## src/rtl/priv_trap_pkg.sv

```systemverilog
package priv_trap_pkg;
  localparam int XLEN = 64;

  typedef enum logic [2:0] {
    OPC_OTHER  = 3'd0,
    OPC_MFST   = 3'd1,
    OPC_MTST   = 3'd2,
    OPC_MTSTD  = 3'd3,
    OPC_RETI   = 3'd4,
    OPC_ATTN   = 3'd5,
    OPC_SPRRD  = 3'd6,
    OPC_SPRWR  = 3'd7
  } op_class_e;

  typedef enum logic [1:0] {
    CAUSE_NONE  = 2'd0,
    CAUSE_PRIV  = 2'd1,
    CAUSE_ILLEG = 2'd2
  } cause_e;

  // state-word bit positions, LSB = 0
  localparam int ST_PROB = 14;
  localparam int N_CLR = 14;
  localparam int N_SET = 2;
  localparam int CLR_POS [N_CLR] = '{32, 25, 23, 15, 14, 13, 11, 10, 9, 8, 5, 4, 2, 1};
  localparam int SET_POS [N_SET] = '{63, 0};

  function automatic logic [XLEN-1:0] clr_mask();
    logic [XLEN-1:0] m;
    m = '0;
    for (int i = 0; i < N_CLR; i++) m[CLR_POS[i]] = 1'b1;
    return m;
  endfunction

  function automatic logic [XLEN-1:0] set_mask();
    logic [XLEN-1:0] m;
    m = '0;
    for (int i = 0; i < N_SET; i++) m[SET_POS[i]] = 1'b1;
    return m;
  endfunction
endpackage

```

## src/rtl/priv_trap_classify.sv

```systemverilog
module priv_trap_classify
  import priv_trap_pkg::*;
(
  input  op_class_e op_i,
  input  logic      spr_msb_i,
  input  logic      illegal_i,
  input  logic      prob_i,
  output cause_e    cause_o,
  output logic      halt_req_o
);
  logic is_priv;

  always_comb begin
    unique case (op_i)
      OPC_MFST, OPC_MTST, OPC_MTSTD, OPC_RETI, OPC_ATTN: is_priv = 1'b1;
      OPC_SPRRD, OPC_SPRWR:                              is_priv = spr_msb_i;
      default:                                           is_priv = 1'b0;
    endcase
  end

  // priority: privilege fault, then supervisor halt, then illegal
  always_comb begin
    halt_req_o = 1'b0;
    if (is_priv && prob_i) begin
      cause_o = CAUSE_PRIV;
    end else if (op_i == OPC_ATTN) begin
      cause_o    = CAUSE_NONE;
      halt_req_o = 1'b1;
    end else if (illegal_i) begin
      cause_o = CAUSE_ILLEG;
    end else begin
      cause_o = CAUSE_NONE;
    end
  end
endmodule

```

## src/rtl/priv_trap_state_build.sv

```systemverilog
module priv_trap_state_build
  import priv_trap_pkg::*;
#(
  parameter int PRIV_BIT  = 18,
  parameter int ILLEG_BIT = 19
) (
  input  logic [XLEN-1:0] msr_i,
  input  cause_e          cause_i,
  output logic [XLEN-1:0] srr1_o,
  output logic [XLEN-1:0] msr_forced_o
);
  localparam logic [XLEN-1:0] CLR_M = clr_mask();
  localparam logic [XLEN-1:0] SET_M = set_mask();

  logic [XLEN-1:0] cause_m;

  always_comb begin
    cause_m = '0;
    if (cause_i == CAUSE_PRIV)  cause_m[PRIV_BIT]  = 1'b1;
    if (cause_i == CAUSE_ILLEG) cause_m[ILLEG_BIT] = 1'b1;
  end

  assign srr1_o       = msr_i | cause_m;
  assign msr_forced_o = (msr_i & ~CLR_M) | SET_M;
endmodule

```

## src/rtl/priv_trap_unit.sv

```systemverilog
module priv_trap_unit
  import priv_trap_pkg::*;
#(
  parameter logic [XLEN-1:0] TRAP_VEC = 64'h700,
  parameter int PRIV_BIT  = 18,
  parameter int ILLEG_BIT = 19
) (
  input  logic            clk_i,
  input  logic            rst_ni,
  input  logic            valid_i,
  input  logic [2:0]      op_class_i,
  input  logic            spr_msb_i,
  input  logic            illegal_i,
  input  logic [XLEN-1:0] cia_i,
  input  logic [XLEN-1:0] msr_i,
  output logic [XLEN-1:0] nia_o,
  output logic [XLEN-1:0] srr0_o,
  output logic [XLEN-1:0] srr1_o,
  output logic [XLEN-1:0] msr_o,
  output logic            trap_o,
  output logic            halted_o
);
  localparam logic [XLEN-1:0] INSN_BYTES = XLEN'(4);

  cause_e          cause;
  logic            halt_req;
  logic [XLEN-1:0] srr1_val, msr_forced;
  logic            accept;

  priv_trap_classify u_classify (
    .op_i       (op_class_e'(op_class_i)),
    .spr_msb_i  (spr_msb_i),
    .illegal_i  (illegal_i),
    .prob_i     (msr_i[ST_PROB]),
    .cause_o    (cause),
    .halt_req_o (halt_req)
  );

  priv_trap_state_build #(
    .PRIV_BIT  (PRIV_BIT),
    .ILLEG_BIT (ILLEG_BIT)
  ) u_build (
    .msr_i        (msr_i),
    .cause_i      (cause),
    .srr1_o       (srr1_val),
    .msr_forced_o (msr_forced)
  );

  assign accept = valid_i && !halted_o;

  always_ff @(posedge clk_i or negedge rst_ni) begin
    if (!rst_ni) begin
      nia_o    <= '0;
      srr0_o   <= '0;
      srr1_o   <= '0;
      msr_o    <= '0;
      trap_o   <= 1'b0;
      halted_o <= 1'b0;
    end else begin
      trap_o <= 1'b0;
      if (accept) begin
        if (cause != CAUSE_NONE) begin
          srr0_o <= cia_i;
          srr1_o <= srr1_val;
          msr_o  <= msr_forced;
          nia_o  <= TRAP_VEC;
          trap_o <= 1'b1;
        end else if (halt_req) begin
          halted_o <= 1'b1;
        end else begin
          msr_o <= msr_i;
          nia_o <= cia_i + INSN_BYTES;
        end
      end
    end
  end

  p_vector_r2: assert property (@(posedge clk_i) disable iff (!rst_ni)
    trap_o |-> nia_o == TRAP_VEC);
  p_save_addr_r5: assert property (@(posedge clk_i) disable iff (!rst_ni)
    $rose(trap_o) |-> srr0_o == $past(cia_i));
  p_forced_bits_r7: assert property (@(posedge clk_i) disable iff (!rst_ni)
    trap_o |-> (msr_o[63] && msr_o[0] && !msr_o[ST_PROB]));
  p_halt_sticky_r8: assert property (@(posedge clk_i) disable iff (!rst_ni)
    halted_o |=> halted_o && !trap_o);
  p_halt_frozen_r8: assert property (@(posedge clk_i) disable iff (!rst_ni)
    halted_o |=> $stable(nia_o) && $stable(srr0_o) && $stable(srr1_o) && $stable(msr_o));
  p_idle_hold_r10: assert property (@(posedge clk_i) disable iff (!rst_ni)
    !valid_i |=> $stable(nia_o) && $stable(srr1_o) && !trap_o);
endmodule

```

## config.mk

```make
export PLATFORM = sky130hd
export DESIGN_NAME = priv_trap_unit
export DESIGN_NICKNAME = d
export VERILOG_FILES = /design/src/rtl/priv_trap_pkg.sv /design/src/rtl/priv_trap_classify.sv /design/src/rtl/priv_trap_state_build.sv /design/src/rtl/priv_trap_unit.sv
export SDC_FILE = /design/constraint.sdc
export NUM_CORES = 1
export LEC_CHECK = 0
export BUFFER_PORTS_ARGS = -buffer_cell sky130_fd_sc_hd__buf_4
export CAP_MARGIN = 15
export CORE_ASPECT_RATIO = 1.25
export CORE_UTILIZATION = 40
export DETAILED_ROUTE_END_ITERATION = 8
export PLACE_DENSITY_LB_ADDON = 0.05
export SLEW_MARGIN = 10
export SYNTH_ARGS = -nofsm -noshare
export SYNTH_HDL_FRONTEND = slang
export SYNTH_HIERARCHICAL = 1
export SYNTH_SLANG_ARGS = --single-unit
```

## constraint.sdc

```tcl
create_clock -name clk_i -period 1.86 [get_ports clk_i]
set_clock_uncertainty 0.2 [all_clocks]
set_input_delay 0.093 -clock clk_i [delete_from_list [all_inputs] [get_ports clk_i]]
set_output_delay 0.093 -clock clk_i [all_outputs]
set_load 0.05 [all_outputs]
```

==> results of run 1 <==
[synthesized netlist by cell type (2+ instances only)]
cell type	count	area (µm²)
a31oi_1	66	413
clkbuf_1	49	184
dfrtp_1	258	6460
nor3_1	9	45.0
buf_1	7	26.3
o21ai_0	37	185
o21ai_1	7	35.0
xnor2_1	31	272
o31ai_1	13	97.6
nand2_1	219	822
nor4_2	5	62.6
nor2_1	82	308
nand3_1	22	110
nor4_1	6	37.5
nand2b_1	4	25.0
buf_4	126	946
nand4_1	20	125
o21ai_2	2	17.5
mux2_2	128	1440
nor3b_1	2	15.0
a21o_1	3	22.5
and3_2	3	22.5
conb_1	2	7.51
and4_1	6	52.6
inv_1	7	26.3
xor2_1	29	254
nand4_4	2	42.5
and3_1	8	50.1
o22a_1	2	17.5
[state kept, by name, summed over array words and instances, names as in the netlist]
register	flops
nia_o	64
srr0_o	64
msr_o	64
srr1_o	64
trap_o	1
halted_o	1
[worst max path at each step]
stage	endpoint	slack, ns	cells after the start
after global placement	nia_o[53]	-0.30	8
after floorplan	msr_o[46]	-0.05	9
after CTS	nia_o[62]	0.005	9
final	nia_o[60]	0.05	8
after detailed placement	nia_o[57]	-0.32	8
after global routing	nia_o[53]	0.002	8
[stage by stage]
stage | std cells | util [%]
floorplan | 1185 | -
global placement | 1923 | 53.0
detailed placement | 1923 | 53.0
CTS | 2115 | 60.8
global route | 2117 | 61.0
finish | 2117 | 61.0
[cell families (layout without fill, tap and decap cells)]
group	count (synthesis)	count (layout)	synth area share, %
AO/OA/AOI/OAI	134	134	6.69
XOR/XNOR	60	60	4.28
adder cells (fa/ha/maj)	1	1	0.102
buffers and inverters	192	723	9.86
flip-flops	258	258	52.6
multiplexers	128	128	11.7
other	2	16	0.0612
AND/OR/NAND/NOR	396	396	14.7
[routing by layer]
layer,part of all wire [%],GRT usage [%],up-vias
met2,50,40.9,332
met3,7.0,5.25,76
li1,-,-,4910
met4,3.9,10.0,0
met5,0,0,-
met1,39,27.0,4917
[what timing repair did]
item / in CTS / in global routing
gates resized for setup: 0 / 6
setup buffers: 0 / 2
hold endpoints to repair: 516 / 0
hold buffers: 142 / 0
endpoints found under the setup margin: 0 / 134
[layout make-up]
cell class	instances	area share, %
multi-input cells	735	25.9
repair buffers	666	30.9
clock buffers	39	4.48
well taps	401	2.73
flip-flops and latches	258	35.2
clock inverters	11	0.600
inverters	7	0.143
[worst max-delay path, cell delays in order]
cell           delay [ns]
dlygate4sd3_1        0.55
buf_4                0.15
and4_1               0.23
nand2_1              0.06
or3_1                0.37
nor4_2               0.34
xnor2_1              0.17
o21ai_1              0.07
[where the power goes]
group | switching [µW] | internal [µW] | leakage, µW
combinational | 8180 | 3970 | 0.00486
clock | 2320 | 3340 | 0.000461
sequential | 906 | 7220 | 0.00305
total | 11400 | 14500 | 0.00838
==> run_results.csv, run 1 <==
group,metric,value,unit
route,firstDrtPassIters,6,
power,p_leak,0.00838,µW
route,wl,37000,µm
die,die_h,198,µm
timing,worst_slack,0.0547,ns
logic_synthesis,yosysWarnings,6,
die,start_util,40.7,%
logic_synthesis,synth_ff_type,"dfrtp_1",
setup_path,cp-startpoint,"cia_i[55]",
min_path,holdPathEnd,"nia_o[3]",
place,place_hpwl,26700,µm
die,die_x,159,µm
route,antenna_left,0,
logic_synthesis,netlist_area,12300,µm²
timing,slew_violations,0,
timing,period_minus_slack,1.81,ns
min_path,min_from,"op_class_i[2]",
timing,fin_setup_tns,0,ns
clock_tree,htree_levels,1,
setup_path,r2r_cells,5,
setup_path,r2r_end,"srr1_o[40]",
route,via_per_inst,4.83,
final_layout,n_antenna_cell,0,
logic_synthesis,synthCells,1171,
global_routing,grt_pass1_vias,10400,
setup_path,r2r_start,"halted_o",
clock_tree,cts_root_buffer,"clkbuf_16",
die,die-area,31400,µm²
logic_synthesis,synth_seq_area_share,52.6,%
setup_path,crit_type,"in -> reg",
run,maxCapViolations,0,
die,rows,71,
route,drtIter0Drc,494,
setup_path,end_kind,"flip-flop",
clock_tree,clk_latency,0.55,ns
logic_synthesis,synth_edf_count,0,
timing,hold_violations,0,
clock_tree,cts_tree,"done",
timing,rsz0062_at_grt,"false",
place,pre_cts_ws,-0.322,ns
final_layout,final_area,18400,µm²
setup_path,worst-endpoint-required,2.10,ns
final_layout,syn2layout_area_growth,49.6,%
final_layout,multi_input_area,4760,µm²
power,ir_worst_vdd,951,µV
logic_synthesis,postSynthAreaPerCell,10.5,µm²
min_path,whs_path_depth,6,
final_layout,fillers,2582,
final_layout,most-common-layout-cells,"buf_4 (498), dfrtp_1 (257), nand2_1 (218), dlygate4sd3_1 (142), mux2_2 (128)",
setup_path,cp-start-kind,"primary input",
global_routing,antenna_found_initial,0,
place,gp_congestion,0.796,
final_layout,final_common_cell,"buf_4",
timing,fmax,554,MHz
power,total_power,25900,µW
clock_tree,cts_buffers,28,
clock_tree,cts_sinks,258,
route,wl_per_cell,17.5,µm
place,place_area,16000,µm²
die,ios,394,
final_layout,drive_above_1_share,42.7,%
status,status,"completed",
final_layout,final_nets,1833,
setup_path,r2r_slack,0.11,ns
global_routing,grt_first_pass_wirelength,56200,µm
logic_synthesis,synth_cell_type_count,45,
route,vias,10200,
power,cellPowerDensity,1410,nW/µm²
clock_tree,path_clk_slew,0.06,ns
logic_synthesis,async_flop_share,100,%
global_routing,grt_max_degree,60,
logic_synthesis,ys_seq_elements,258,
die,coreArea,30100,µm²
global_routing,overflow,0,
timing,fin_crit_sh,97.1,%
place,numPortBuffers,393,
setup_path,path_max_fanout,5,
route,drc,0,
setup_path,cp.arrival,2.04,ns
final_layout,final-seq-area,6460,µm²
clock_tree,clockBufferDepth,3,
min_path,holdCritPathClass,"in -> reg",
timing,holdWs,0.0226,ns
timing,setup_viol,0,
global_routing,grt_usage,23.3,%
No activity file was read; power rests on OpenSTA's default activity.
==> run 2: changes to the inputs <==
==> constraint.sdc (replaced) <==
create_clock -name clk_i -period 1.8 [get_ports clk_i]
set_clock_uncertainty 0.2 [all_clocks]
set_input_delay 0.09 -clock clk_i [delete_from_list [all_inputs] [get_ports clk_i]]
set_output_delay 0.09 -clock clk_i [all_outputs]
set_load 0.05 [all_outputs]
==> run_results.csv, run 2 (same netlist as run 1, synthesis figures left out) <==
group,metric,value,unit
final_layout,fin_util,61.5,%
global_routing,antenna_found_initial,1,
final_layout,syn2layout_area_growth,50.8,%
final_layout,final_common_cell,"buf_4",
power,p_leak,0.00845,µW
timing,slew_violations,0,
setup_path,cp.arrival,2.02,ns
setup_path,crit_type,"reg -> reg",
die,die_x,159,µm
final_layout,fillers,2551,
clock_tree,cts_tree,"done",
timing,fin_crit_sh,99.4,%
clock_tree,cts_buffers,28,
global_routing,grt_first_pass_wirelength,55900,µm
route,wl_per_cell,17.6,µm
clock_tree,clockBufferDepth,3,
power,cellPowerDensity,1460,nW/µm²
die,ios,394,
route,antenna_left,0,
setup_path,path_cells,"nand2b_4, nor2_4, buf_12, buf_16, mux2_2",
route,wl,37200,µm
global_routing,overflow,0,
setup_path,critPathTopFamily,"flip-flops",
route,drtIter0Drc,431,
power,p_comb_share,46.5,%
die,start_util,40.7,%
timing,fin_setup_tns,0,ns
setup_path,max_stage_delay,0.41,ns
clock_tree,cts_root_buffer,"clkbuf_16",
power,switching_power,11800,µW
die,rows,71,
clock_tree,htree_levels,1,
final_layout,drive_above_1_share,42.9,%
global_routing,grt_usage,23.0,%
timing,hold_violations,0,
place,numPortBuffers,393,
timing,rsz0062_at_grt,"true",
power,clkPwrFrac,22.3,%
setup_path,end_kind,"flip-flop",
global_routing,grt_pass1_vias,10200,
timing,period_minus_slack,1.79,ns
setup_path,cp_slowest_cell,"dfrtp_2",
die,coreArea,30100,µm²
place,place_hpwl,26100,µm
route,firstDrtPassIters,4,
final_layout,final_nets,1832,
setup_path,path_max_fanout,41,
power,p_sw_share,43.7,%
run,maxCapViolations,0,
power,total_power,27000,µW
status,status,"completed",
die,die-area,31400,µm²
power,seqPwrFrac,31.2,%
power,ir_worst_vdd,903,µV
setup_path,cp-start-kind,"flip-flop",
global_routing,grt_max_degree,64,
timing,setup_viol,0,
setup_path,worst-endpoint-required,2.03,ns
setup_path,r2r_slack,0.01,ns
min_path,holdCritPathClass,"in -> reg",
timing,fmax,559,MHz
power,p_int,15200,µW
final_layout,most-common-layout-cells,"buf_4 (492), dfrtp_1 (257), nand2_1 (218), dlygate4sd3_1 (142), mux2_2 (127)",
place,gp_congestion,0.844,
timing,worst_slack,0.00993,ns
route,drc,0,
die,die_h,198,µm
place,pre_cts_ws,-0.291,ns
timing,holdWs,0.0487,ns
clock_tree,cts_sinks,258,
route,vias,10200,
clock_tree,clk_latency,0.54,ns
setup_path,timing.critical_path.buf_inv,2,
clock_tree,path_clk_slew,0.06,ns
route,via_per_inst,4.82,
## run 2: cell types whose count changed in the layout (fill, tap and decap cells not counted), moves of 3 or more
cell       delta
buf_4         -6
buf_6         +3
clkbuf_16     +4
buf_16        +3
buf_12        -6
## run 2: power by group through the flow
stage / logic, µW / clock network [µW] / registers [µW]
floorplan: 2340 / 0 / 14200
global placement: 12100 / 0 / 8490
detailed placement: 12200 / 0 / 8520
CTS: 12500 / 6210 / 8440
global route: 13200 / 6420 / 8640
finish: 12600 / 6030 / 8430
## run 2: routing by layer
metal	global-route usage (%)	share of wire [%]
met5	0	0
met4	8.80	3.5
met3	5.45	7.0
met2	40.0	50
met1	27.0	39
## run 2: area by class of cell
type	count	area (µm²)	area share (%)
clock buffers	39	823	4.45
inverters	7	26.3	0.142
multi-input cells	735	4810	26.0
clock inverters	13	149	0.804
repair buffers	665	5740	31.0
well taps	401	502	2.71
flip-flops and latches	258	6460	34.9
diodes	1	2.50	0.0135
## run 2: timing repair
action	CTS	global route
setup buffers	0	3
setup endpoints to repair	1	160
hold buffers	141	3
pin swaps	0	6
endpoints found under the hold margin	516	5
gates cloned	0	5
gates resized for setup	0	19
## run 2: metrics by stage
stage,std cells,instance area [µm²]
2_1_floorplan,1185,12500
3_3_place_gp,1915,15800
3_5_place_dp,1915,15800
4_1_cts,2108,18200
5_1_grt,2119,18500
6_report,2119,18500
## run 2: path summary, 6_finish.rpt
kind                                 from         end  cells after the start
worst min register to register   nia_o[1]    nia_o[1]                      2
worst max-delay path             halted_o  srr0_o[29]                      5
worst min-delay path            cia_i[12]   nia_o[15]                      7
worst max register to register   halted_o  srr0_o[29]                      5
max in group asynchronous          rst_ni   nia_o[29]                      4
min in group asynchronous          rst_ni   msr_o[41]                      4
## run 2: worst min-delay path: cells and delay by family
family                    cells  cell delay (ns)
buffers and inverters         2             0.26
and+or+nand+nor               3             0.21
xor gates and xnor gates      1             0.05
AOI/OAI and AO/OA             1             0.13
